File: config.mk
export PLATFORM = sky130hd
export DESIGN_NAME = flash_op_arb
export DESIGN_NICKNAME = d
export VERILOG_FILES = /design/src/rtl/flash_wipe_pkg.sv /design/src/rtl/flash_array_stub.sv /design/src/rtl/wipe_seq.sv /design/src/rtl/flash_op_arb.sv
export SDC_FILE = /design/constraint.sdc
export NUM_CORES = 1
export LEC_CHECK = 0
export BUFFER_PORTS_ARGS = -buffer_cell sky130_fd_sc_hd__clkbuf_2
export CAP_MARGIN = 0
export CORE_ASPECT_RATIO = 0.9
export CORE_UTILIZATION = 60
export CTS_CLUSTER_DIAMETER = 30
export DETAILED_ROUTE_END_ITERATION = 6
export PLACE_DENSITY_LB_ADDON = 0.25
export SLEW_MARGIN = 40
export SYNTH_ARGS = -nofsm -noshare
export SYNTH_HDL_FRONTEND = slang
export SYNTH_SLANG_ARGS = --single-unit
File: constraint.sdc
create_clock -name clk_i -period 3.7 [get_ports clk_i]
set_input_delay 0.555 -clock clk_i [delete_from_list [all_inputs] [get_ports clk_i]]
set_output_delay 0.555 -clock clk_i [all_outputs]
set_load 0.02 [all_outputs]
File: src/rtl/flash_wipe_pkg.sv
package flash_wipe_pkg;

    typedef enum logic [1:0] {
        OP_READ  = 2'd0,
        OP_PROG  = 2'd1,
        OP_ERASE = 2'd2,
        OP_BAD   = 2'd3
    } flash_op_e;

    typedef enum logic [2:0] {
        WS_IDLE     = 3'd0,
        WS_PAGE_SEL = 3'd1,
        WS_ERASE    = 3'd2,
        WS_PROG     = 3'd3,
        WS_VERIFY   = 3'd4,
        WS_DONE     = 3'd5,
        WS_INVALID  = 3'd6
    } wipe_st_e;

endpackage

File: src/rtl/flash_array_stub.sv
module flash_array_stub
    import flash_wipe_pkg::*;
#(
    parameter int PAGES     = 8,
    parameter int WORDS     = 4,
    parameter int DW        = 16,
    parameter int READ_LAT  = 1,
    parameter int PROG_LAT  = 3,
    parameter int ERASE_LAT = 12
) (
    input  logic                                    clk_i,
    input  logic                                    rst_ni,
    input  logic                                    req_i,
    input  flash_op_e                               op_i,
    input  logic [$clog2(PAGES)+$clog2(WORDS)-1:0]  addr_i,
    input  logic [DW-1:0]                           wdata_i,
    output logic                                    done_o,
    output logic [DW-1:0]                           rdata_o
);
    localparam int PW    = $clog2(PAGES);
    localparam int WW    = $clog2(WORDS);
    localparam int AW    = PW + WW;
    localparam int DEPTH = PAGES * WORDS;
    localparam int ML    = (PROG_LAT > ERASE_LAT) ? PROG_LAT : ERASE_LAT;
    localparam int MAXL  = (ML > READ_LAT) ? ML : READ_LAT;
    localparam int CW    = $clog2(MAXL + 1);

    typedef struct packed {
        logic [CW-1:0] cnt;
        flash_op_e     op;
        logic [AW-1:0] addr;
        logic [DW-1:0] wd;
        logic          done;
        logic [DW-1:0] rdata;
    } stub_t;

    stub_t stub_d, stub_q;
    logic [DW-1:0] mem [DEPTH];

    always_comb begin
        stub_d      = stub_q;
        stub_d.done = 1'b0;
        if (stub_q.cnt != '0) begin
            stub_d.cnt = stub_q.cnt - 1'b1;
            if (stub_q.cnt == CW'(1)) begin
                stub_d.done = 1'b1;
                if (stub_q.op == OP_READ) stub_d.rdata = mem[stub_q.addr];
            end
        end else if (req_i) begin
            stub_d.op   = op_i;
            stub_d.addr = addr_i;
            stub_d.wd   = wdata_i;
            case (op_i)
                OP_PROG:  stub_d.cnt = CW'(PROG_LAT);
                OP_ERASE: stub_d.cnt = CW'(ERASE_LAT);
                default:  stub_d.cnt = CW'(READ_LAT);
            endcase
        end
    end

    always_ff @(posedge clk_i or negedge rst_ni) begin
        if (!rst_ni) stub_q <= '0;
        else         stub_q <= stub_d;
    end

    // array contents are not reset: they survive like a real array
    always_ff @(posedge clk_i) begin
        if (stub_q.cnt == CW'(1)) begin
            if (stub_q.op == OP_PROG) begin
                mem[stub_q.addr] <= mem[stub_q.addr] & stub_q.wd;
            end else if (stub_q.op == OP_ERASE) begin
                for (int w = 0; w < WORDS; w++) begin
                    mem[{stub_q.addr[AW-1:WW], WW'(w)}] <= '1;
                end
            end
        end
    end

    assign done_o  = stub_q.done;
    assign rdata_o = stub_q.rdata;


    no_req_while_busy_chk: assert property (@(posedge clk_i) disable iff (!rst_ni)
        req_i |-> (stub_q.cnt == '0));

endmodule

File: src/rtl/wipe_seq.sv
module wipe_seq
    import flash_wipe_pkg::*;
#(
    parameter int              PAGES      = 8,
    parameter int              WORDS      = 4,
    parameter int              DW         = 16,
    parameter int              WIPE_BASE  = 2,
    parameter int              WIPE_PAGES = 4,
    parameter logic [DW-1:0]   WIPE_PAT   = 16'hA5C3
) (
    input  logic                                    clk_i,
    input  logic                                    rst_ni,
    input  logic                                    go_i,
    input  logic                                    fl_done_i,
    input  logic [DW-1:0]                           fl_rdata_i,
    output logic                                    fl_req_o,
    output flash_op_e                               fl_op_o,
    output logic [$clog2(PAGES)+$clog2(WORDS)-1:0]  fl_addr_o,
    output logic [DW-1:0]                           fl_wdata_o,
    output logic                                    active_o,
    output logic                                    ack_o,
    output logic                                    done_o,
    output logic                                    fatal_o,
    output wipe_st_e                                state_o
);
    localparam int PW   = $clog2(PAGES);
    localparam int WW   = $clog2(WORDS);
    localparam int LAST = WIPE_BASE + WIPE_PAGES - 1;

    typedef struct packed {
        wipe_st_e      st;
        logic [PW-1:0] page;
        logic [WW-1:0] word;
        logic          issued;
    } seq_t;

    seq_t seq_d, seq_q;

    always_comb begin
        seq_d    = seq_q;
        fl_req_o = 1'b0;
        fl_op_o  = OP_READ;
        case (seq_q.st)
            WS_IDLE: begin
                if (go_i) begin
                    seq_d.st   = WS_PAGE_SEL;
                    seq_d.page = PW'(WIPE_BASE);
                end
            end
            WS_PAGE_SEL: begin
                seq_d.word   = '0;
                seq_d.issued = 1'b0;
                seq_d.st     = WS_ERASE;
            end
            WS_ERASE: begin
                fl_op_o      = OP_ERASE;
                fl_req_o     = !seq_q.issued;
                seq_d.issued = 1'b1;
                if (fl_done_i) begin
                    seq_d.issued = 1'b0;
                    seq_d.st     = WS_PROG;
                end
            end
            WS_PROG: begin
                fl_op_o      = OP_PROG;
                fl_req_o     = !seq_q.issued;
                seq_d.issued = 1'b1;
                if (fl_done_i) begin
                    seq_d.issued = 1'b0;
                    seq_d.word   = seq_q.word + 1'b1;
                    if (seq_q.word == WW'(WORDS - 1)) begin
                        seq_d.word = '0;
                        seq_d.st   = WS_VERIFY;
                    end
                end
            end
            WS_VERIFY: begin
                fl_op_o      = OP_READ;
                fl_req_o     = !seq_q.issued;
                seq_d.issued = 1'b1;
                if (fl_done_i) begin
                    seq_d.issued = 1'b0;
                    seq_d.word   = seq_q.word + 1'b1;
                    if (fl_rdata_i != WIPE_PAT) begin
                        seq_d.st = WS_INVALID;
                    end else if (seq_q.word == WW'(WORDS - 1)) begin
                        seq_d.word = '0;
                        if (seq_q.page == PW'(LAST)) begin
                            seq_d.st = WS_DONE;
                        end else begin
                            seq_d.page = seq_q.page + 1'b1;
                            seq_d.st   = WS_PAGE_SEL;
                        end
                    end
                end
            end
            default: seq_d = seq_q;
        endcase
    end

    always_ff @(posedge clk_i or negedge rst_ni) begin
        if (!rst_ni) seq_q <= '{st: WS_IDLE, page: '0, word: '0, issued: 1'b0};
        else         seq_q <= seq_d;
    end

    assign fl_addr_o  = {seq_q.page, seq_q.word};
    assign fl_wdata_o = WIPE_PAT;
    assign active_o   = (seq_q.st != WS_IDLE);
    assign ack_o      = (seq_q.st == WS_IDLE) && go_i;
    assign done_o     = (seq_q.st == WS_DONE) || (seq_q.st == WS_INVALID);
    assign fatal_o    = (seq_q.st == WS_INVALID);
    assign state_o    = seq_q.st;


    ack_single_pulse_chk: assert property (@(posedge clk_i) disable iff (!rst_ni)
        ack_o |=> (!ack_o && active_o));


    done_hold_chk: assert property (@(posedge clk_i) disable iff (!rst_ni)
        (seq_q.st == WS_DONE) |=> (seq_q.st == WS_DONE));


    invalid_hold_chk: assert property (@(posedge clk_i) disable iff (!rst_ni)
        fatal_o |=> (fatal_o && done_o));

endmodule

File: src/rtl/flash_op_arb.sv
module flash_op_arb
    import flash_wipe_pkg::*;
#(
    parameter int              PAGES       = 8,
    parameter int              WORDS       = 4,
    parameter int              DW          = 16,
    parameter int              READ_LAT    = 1,
    parameter int              PROG_LAT    = 3,
    parameter int              ERASE_LAT   = 12,
    parameter int              INIT_CYCLES = 20,
    parameter int              WIPE_BASE   = 2,
    parameter int              WIPE_PAGES  = 4,
    parameter logic [DW-1:0]   WIPE_PAT    = 16'hA5C3,
    localparam int             AW          = $clog2(PAGES) + $clog2(WORDS)
) (
    input  logic          clk_i,
    input  logic          rst_ni,
    input  logic          init_start_i,
    output logic          init_done_o,
    input  logic          sw_req_i,
    input  logic [1:0]    sw_op_i,
    input  logic [AW-1:0] sw_addr_i,
    input  logic [DW-1:0] sw_wdata_i,
    output logic          sw_busy_o,
    output logic          sw_done_o,
    output logic          sw_err_o,
    output logic [DW-1:0] sw_rdata_o,
    input  logic          wipe_req_i,
    output logic          wipe_ack_o,
    output logic          wipe_done_o,
    output logic [2:0]    wipe_state_o,
    output logic          fatal_o,
    input  logic          prog_flip_i
);
    localparam int IW = $clog2(INIT_CYCLES + 1);

    typedef struct packed {
        logic          pend;
        logic          busy;
        logic          rej;
        logic          init_run;
        logic [IW-1:0] init_cnt;
        logic          init_done;
    } arb_t;

    arb_t arb_d, arb_q;

    logic          seq_active, seq_req, seq_go;
    flash_op_e     seq_op;
    logic [AW-1:0] seq_addr;
    logic [DW-1:0] seq_wdata;
    wipe_st_e      seq_state;

    logic          fl_req, fl_done;
    flash_op_e     fl_op;
    logic [AW-1:0] fl_addr;
    logic [DW-1:0] fl_wdata, fl_rdata;

    logic lock, accept;

    always_comb begin
        arb_d  = arb_q;
        lock   = arb_q.pend || seq_active;
        accept = sw_req_i && !lock && arb_q.init_done && (sw_op_i != OP_BAD);

        arb_d.rej = sw_req_i && !accept;
        if (accept)                arb_d.busy = 1'b1;
        if (arb_q.busy && fl_done) arb_d.busy = 1'b0;
        if (wipe_req_i)            arb_d.pend = 1'b1;

        if (init_start_i && !arb_q.init_run && !arb_q.init_done) begin
            arb_d.init_run = 1'b1;
            arb_d.init_cnt = IW'(INIT_CYCLES);
        end else if (arb_q.init_run) begin
            arb_d.init_cnt = arb_q.init_cnt - 1'b1;
            if (arb_q.init_cnt == IW'(1)) begin
                arb_d.init_run  = 1'b0;
                arb_d.init_done = 1'b1;
            end
        end

        seq_go = arb_q.pend && !arb_q.busy && arb_q.init_done;

        if (seq_active) begin
            fl_req   = seq_req;
            fl_op    = seq_op;
            fl_addr  = seq_addr;
            fl_wdata = seq_wdata;
        end else begin
            fl_req   = accept;
            fl_op    = flash_op_e'(sw_op_i);
            fl_addr  = sw_addr_i;
            fl_wdata = sw_wdata_i;
        end
        fl_wdata[0] = fl_wdata[0] ^ prog_flip_i;
    end

    always_ff @(posedge clk_i or negedge rst_ni) begin
        if (!rst_ni) arb_q <= '0;
        else         arb_q <= arb_d;
    end

    wipe_seq #(
        .PAGES(PAGES), .WORDS(WORDS), .DW(DW),
        .WIPE_BASE(WIPE_BASE), .WIPE_PAGES(WIPE_PAGES), .WIPE_PAT(WIPE_PAT)
    ) u_seq (
        .clk_i(clk_i), .rst_ni(rst_ni), .go_i(seq_go),
        .fl_done_i(fl_done), .fl_rdata_i(fl_rdata),
        .fl_req_o(seq_req), .fl_op_o(seq_op), .fl_addr_o(seq_addr), .fl_wdata_o(seq_wdata),
        .active_o(seq_active), .ack_o(wipe_ack_o), .done_o(wipe_done_o),
        .fatal_o(fatal_o), .state_o(seq_state)
    );

    flash_array_stub #(
        .PAGES(PAGES), .WORDS(WORDS), .DW(DW),
        .READ_LAT(READ_LAT), .PROG_LAT(PROG_LAT), .ERASE_LAT(ERASE_LAT)
    ) u_array (
        .clk_i(clk_i), .rst_ni(rst_ni), .req_i(fl_req), .op_i(fl_op),
        .addr_i(fl_addr), .wdata_i(fl_wdata), .done_o(fl_done), .rdata_o(fl_rdata)
    );

    assign init_done_o  = arb_q.init_done;
    assign sw_busy_o    = arb_q.busy;
    assign sw_done_o    = arb_q.rej || (arb_q.busy && fl_done);
    assign sw_err_o     = arb_q.rej;
    assign sw_rdata_o   = fl_rdata;
    assign wipe_state_o = seq_state;


    no_sw_finish_in_wipe_chk: assert property (@(posedge clk_i) disable iff (!rst_ni)
        (sw_done_o && !sw_err_o) |-> !seq_active);


    locked_refuse_chk: assert property (@(posedge clk_i) disable iff (!rst_ni)
        (sw_req_i && lock) |=> (sw_done_o && sw_err_o));


    early_refuse_chk: assert property (@(posedge clk_i) disable iff (!rst_ni)
        (sw_req_i && !init_done_o) |=> (sw_done_o && sw_err_o));

endmodule

==> metrics.txt, run 1 <==
Worst slew margin=38.59%; via count=25,410; vias per cell=6.611; dpl hpwl=59,050 um; # placed instances=3,633; post-synthesis register bit count=575; Top Layer Used=met4; Non-Filler Instances=3,844; min Tclk post-route=3.502 ns; Seq/Total Area, Yosys=43.15%; Final nets=3,182; Die Span Y=204.8 um; r2r setup slk=0.20 ns; final core utilization=70.26%; setup violators final=0; Die X-Extent=227.3 um; Synth Warn #=0; drt first pass iters=6; Mapped Cells=3,233; Synth Cell Area=0.02741 mm^2; critical path cell sequence=buf_12, buf_4, mux2_2, a22oi_1, nand4_1, nor2_4, buf_4, o21ai_0; grt total ovfl=0; Unique masters post-synth=64; DRC=0; Synth area leaders=dfxtp_1, mux2_2, a21oi_1, nand2_1, dfrtp_1; Synth Net Count=3,269; Post-synth EDFFs=0; H-tree depth=3; Worst-Skew Late Latency=0.66 ns; Slowest-stage cell, CP=dfrtp_4; Arrival @ worst endpoint=4.02 ns; WL met2=41,950 um; vias in the first global route=24,490; Critical Path RT=4.21 ns; DRT met1 WL=36,940 um; critical path depth in cells=8; port bufs=54; Tightest Pin Transition=0.9212 ns; most used cell, CP=buf_4; first-pass GRT wire length=144,700 um; initial antenna violation count=0; critical path class=flop to flop; top-area cell type share of the netlist area=37.40%; largest net degree at the start of global routing=68; max-cap violations=0; clock skew=0.02540 ns; area grow syn2layout=14.28%; delay-heaviest family, CP=simple AND/OR/NAND/NOR gates; CP peak stage delay=0.71 ns; endpoint class of the critical path=flop; sum of buffers and inverters on the critical path=3; post-CTS setup buffer count=0; Max Root-Sink Buffers=3; status=complete, no violations; CTS Root Cell=clkbuf_16; CTS tree=yes; RSZ-0062 raised after global routing=false; ratio of final minimum period to clock period=94.65%; First DRT Iteration DRCs=3,083; total track usage=41.10%; Core Rows=73; max-slew violations=0; Synth Flop Type=dfxtp_1; total negative setup slack=0 ns; Setup crit start kind=flop; Boundary Pins=55; core area=0.04457 mm^2; cell with the most instances after synthesis=nand2_1; Num CTS Buffers=110; die area=0.04654 mm^2; clk slew on worst S/H paths=0.05 ns; FMAX=285.6 MHz; leakage power=0.01162 uW; Worst Hold Class=input port to flop; Starting Density=61.49%; Post-synth top cells=nand2_1, a21oi_1, dfxtp_1; Final GP Congestion=0.9766; DR WL/cell=25.11 um; area leader, netlist=dfxtp_1; met3 routed WL=11,000 um; final wirelength=96,530 um; Sink Count=575; hold path depth=2; Hold Violations, Final=0; async set-reset flop share out of synthesis=10.96%; CP Max Fanout=25; cell area power density=533.7 mW/mm^2; worst vdd ir=0.3970 mV; Final ANT Viol Nets=0; share of layout cells above drive strength 1=21.83%; R2R cell count=8; Fill cells=3,402; syn avg cell area=8.477 um^2; final hold slack=0.09852 ns
-- registers in the layout (all words and copies together), names as in the netlist --
register         flops
u_array.mem        512
u_array.stub_q      27
u_array.rdata_o     16
arb_q                7
u_seq.fl_addr_o      5
u_seq.state_o        3
init_done_o          1
sw_busy_o            1
sw_err_o             1
u_array.done_o       1
u_seq.seq_q          1
-- power breakdown --
group          switching (uW)  internal [uW]
registers                6.19           6210
logic                    29.9           16.5
clock network            3550           6900
-- cell families after synthesis --
logic type	Yosys count	share of synthesized area (%)
AO/OA/AOI/OAI	1231	23.96
XOR/XNOR	4	0.1279
adder cells (fa/ha/maj)	7	0.3196
buffers and inverters	349	7.697
flip-flops	575	43.15
multiplexers	267	10.94
AND/OR/NAND/NOR	800	13.80
-- worst reg2reg max path: cells and delay by family, from the launching register on --
kind | cells | cell delay [ns]
compound gates | 2 | 0.65
buf+inv | 3 | 0.79
flops | 1 | 0.71
mux | 1 | 0.38
simple gates | 2 | 0.83
-- path summary, 6_finish.rpt --
path / startpoint / to
worst max-delay path: u_array.stub_q[34]$_DFFE_PN0P_ / u_array.mem[20][9]$_SDFFE_PP1P_
worst min-delay path: wipe_req_i / arb_q[9]$_DFFE_PN0P_
worst max register to register: u_array.stub_q[34]$_DFFE_PN0P_ / u_array.mem[20][9]$_SDFFE_PP1P_
worst min register to register: u_array.mem[14][3]$_SDFFE_PP1P_ / u_array.mem[14][3]$_SDFFE_PP1P_
max in group asynchronous: rst_ni / u_seq.state_o[0]$_DFFE_PN0P_
min in group asynchronous: rst_ni / u_array.rdata_o[2]$_DFFE_PN0P_
-- per-layer routing --
layer	up-vias	track usage [%]
li1	11200	-
met5	-	0
met3	393	11.10
met1	12150	51.85
met4	0	28.60
met2	1673	60.93
-- cell type report --
cell class / instances / area [um^2] / area share (%)
multi-input cells: 2309 / 13620 / 43.49
inverters: 12 / 45.04 / 0.1438
well taps: 600 / 750.7 / 2.397
flip-flops and latches: 575 / 11850 / 37.83
clock inverters: 74 / 865.8 / 2.765
clock buffers: 135 / 3063 / 9.780
repair buffers: 138 / 1124 / 3.588
diodes: 1 / 2.502 / 0.007990
-- layout by cell type, fill, tap and decap left out, types with 5 or more instances in the layout --
| master | synthesis | final |
|---|---|---|
| nand2_1 | 602 | 600 |
| a21oi_1 | 521 | 521 |
| dfxtp_1 | 512 | 512 |
| o21ai_1 | 302 | 302 |
| mux2_2 | 260 | 260 |
| o21ai_0 | 258 | 258 |
| a22oi_1 | 130 | 130 |
| clkbuf_16 | 0 | 115 |
| buf_4 | 42 | 66 |
| clkbuf_2 | 0 | 53 |
| dfrtp_1 | 63 | 51 |
| nor2_4 | 32 | 42 |
| nand4_1 | 34 | 34 |
| nor2_1 | 37 | 21 |
| inv_6 | 0 | 17 |
| clkinv_2 | 0 | 17 |
| buf_12 | 0 | 16 |
| bufinv_16 | 0 | 14 |
| clkinvlp_4 | 0 | 13 |
| inv_1 | 12 | 12 |
| nand2_2 | 10 | 12 |
| clkinv_4 | 0 | 11 |
| clkbuf_8 | 1 | 11 |
| dfrtp_2 | 0 | 10 |
| clkbuf_1 | 83 | 9 |
| and2_2 | 0 | 8 |
| nor3_1 | 9 | 8 |
| and4b_1 | 7 | 7 |
| nand2b_1 | 7 | 7 |
| mux2i_1 | 7 | 7 |
| ha_1 | 7 | 7 |
| nor4bb_2 | 0 | 6 |
| nor2_2 | 0 | 6 |
| nand3_1 | 6 | 6 |
| or2_2 | 5 | 5 |
-- timing repair --
action | in CTS | in global routing
resized for setup | 0 | 0
hold endpoints to repair | 7 | 0
hold buffers | 1 | 0
-- metrics by stage --
stage	total power, uW	instance area, um^2	worst slack, ns
after floorplan	6347	27410	1.488
after global placement	6387	27310	0.4429
after detailed placement	6388	27370	0.4779
after CTS	16710	31310	0.4081
after global routing	17040	31320	0.2391
final	16710	31320	0.1981
Power figures use the tool's default switching activity.
==> run 2, diff against run 1 <==
Settings changed: CORE_UTILIZATION 60 to 68, SETUP_SLACK_MARGIN from default to 0.5.
==> run 2 against run 1 <==
Clock power decreased by 5%; design area fell by 0.20%; register-to-register slack improved by 0.30 ns; via count is 2.5% higher; first-iteration DRC count is 37% higher; flip-flop and latch count unchanged; global-route usage up 5.4 points; non-clock buffer count is 23 higher; sequential power barely moved; critical path type unchanged; largest cell class unchanged.
==> metrics.txt, run 2 (synthesis results as in run 1) <==
core area=0.03963 mm^2; critical path class=flop to flop; dpl hpwl=57,990 um; Final Instance Area=0.03126 mm^2; final wirelength=97,860 um; max-cap violations=0; most frequent cells in the layout=nand2_1, a21oi_1, dfxtp_1, o21ai_1, mux2_2; Tightest Pin Transition=0.9996 ns; Die X-Extent=213.6 um; Worst-Skew Late Latency=0.66 ns; Net Switching=3407 uW; Hold Violations, Final=0; Placed Area=0.02745 mm^2; min Tclk post-route=3.205 ns; logic gate share of total power=0.3%; max-slew violations=0; WHS Endpoint=arb_q[9]$_DFFE_PN0P_; CTS Root Cell=clkbuf_16; clock network power share=61.2%; Largest Register=u_array.mem; Sink Count=575; First DRT Iteration DRCs=4,219; Final nets=3,200; clock skew=0.03531 ns; worst vdd ir=0.5459 mV; Hold Path Origin=wipe_req_i; total track usage=46.53%; DRC=0; sum of buffers and inverters on the critical path=1; Arrival @ worst endpoint=3.70 ns; FMAX=312.0 MHz; area grow syn2layout=14.04%; final core utilization=78.87%; Die Span Y=192.5 um; status=complete, no violations; Final GP Congestion=0.9801; CP Max Fanout=71; DR WL/cell=25.85 um; Critical Path RT=4.20 ns; first-pass GRT wire length=143,500 um; RSZ-0062 raised after global routing=true; initial antenna violation count=0; leakage power=0.01164 uW; critical path cell sequence=buf_12, mux2_2, a22oi_1, nand4_1, nor2_2, o21ai_0; internal power=12,720 uW; vias per cell=6.881; Diodes inserted=0; Final ANT Viol Nets=0; cell area power density=516.1 mW/mm^2; setup violators final=0; endpoint class of the critical path=flop; Num CTS Buffers=103; share of layout cells above drive strength 1=22.19%; largest net degree at the start of global routing=72; clk slew on worst S/H paths=0.06 ns; CTS tree=yes; hold path depth=2; H-tree depth=3; Slowest-stage cell, CP=nor2_2; share of total power in sequential cells=38.6%; R2R cell count=6; final hold slack=0.1025 ns; Worst slew margin=33.29%; ratio of final minimum period to clock period=86.62%; drt first pass iters=7; total negative setup slack=0 ns; grt total ovfl=0; max reg flops=512; Core Rows=69; Worst Hold Class=input port to flop; r2r setup slk=0.49 ns; delay-heaviest family, CP=simple AND/OR/NAND/NOR gates; die area=0.04111 mm^2; Net Sw Frac=21.12%; via count=26,050; port bufs=54; Boundary Pins=55; commonest non-fill, non-tap cell in the layout=nand2_1; Setup crit start kind=flop; Crit Reg-Reg Startpoint=u_array.stub_q[34]$_DFFE_PN0P_; Worst R2R End=u_array.mem[12][5]$_SDFFE_PP1P_; vias in the first global route=24,940; CP peak stage delay=0.93 ns; Max Root-Sink Buffers=3; Starting Density=69.16%
==> run 2: worst max path at each step <==
stage	start	endpoint	slack, ns	depth (start not counted)
3_3_place_gp	u_array.stub_q[34]$_DFFE_PN0P_	u_array.mem[4][1]$_SDFFE_PP1P_	0.24	8
5_1_grt	u_array.stub_q[34]$_DFFE_PN0P_	u_array.mem[12][5]$_SDFFE_PP1P_	0.50	6
3_5_place_dp	u_array.stub_q[34]$_DFFE_PN0P_	u_array.mem[6][2]$_SDFFE_PP1P_	0.42	8
6_report	u_array.stub_q[34]$_DFFE_PN0P_	u_array.mem[12][5]$_SDFFE_PP1P_	0.49	6
4_1_cts	u_array.stub_q[34]$_DFFE_PN0P_	u_array.mem[19][1]$_SDFFE_PP1P_	0.51	8
2_1_floorplan	u_array.stub_q[41]$_DFFE_PN0P_	u_array.mem[26][5]$_SDFFE_PP1P_	1.49	9
==> run 2: what timing repair did <==
| item | in CTS | in global routing |
|---|---|---|
| buffers inserted | 0 | 6 |
| pin swaps | 1 | 5 |
| resized for setup | 1 | 6 |
| endpoints found under the setup margin | 17 | 86 |
| hold buffers | 0 | 1 |
| endpoints found under the hold margin | 0 | 23 |
| gates cloned | 0 | 2 |
==> run 2: through the flow <==
stage	setup slack (ns)	instances	total power, uW
after CTS	0.5115	3775	16080
final	0.4949	3786	16130
after global routing	0.5030	3786	16390
after detailed placement	0.4212	3580	6386
after global placement	0.2432	3573	6384
after floorplan	1.488	3233	6347
==> run 2: worst register-to-register path, delay by kind of cell (launching register included) <==
family | cells | cell delay (ns)
simple gates | 2 | 1.34
compound gates | 2 | 0.44
flops | 1 | 0.51
mux | 1 | 0.41
buf+inv | 1 | 0.36
==> run 2: power groups by stage <==
stage | combinational, uW | sequential [uW] | clock [uW]
final | 42.6 | 6220 | 9870
after global routing | 47.2 | 6220 | 10100
after CTS | 42.5 | 6220 | 9810
after detailed placement | 42.1 | 6340 | 0
after global placement | 41.1 | 6340 | 0
after floorplan | 8.42 | 6340 | 0
==> run 2: cell type report <==
class | instances | area [um^2]
Clock buffer | 130 | 2874
Timing Repair Buffer | 161 | 1346
Sequential cell | 575 | 11840
Multi-Input combinational cell | 2311 | 13700
Inverter | 12 | 45.04
Tap cell | 532 | 665.6
Clock inverter | 65 | 784.5
Fill cell | 2555 | 8372
==> run 2: metal layers <==
metal	vias to the layer above	routed length, um	global-route usage [%]	share of wire, %
li1	11210	-	-	-
met1	12190	34680	55.94	35
met2	2096	41270	67.98	42
met4	0	8355	38.71	8.5
met5	-	0	0	0
met3	554	13560	14.65	14
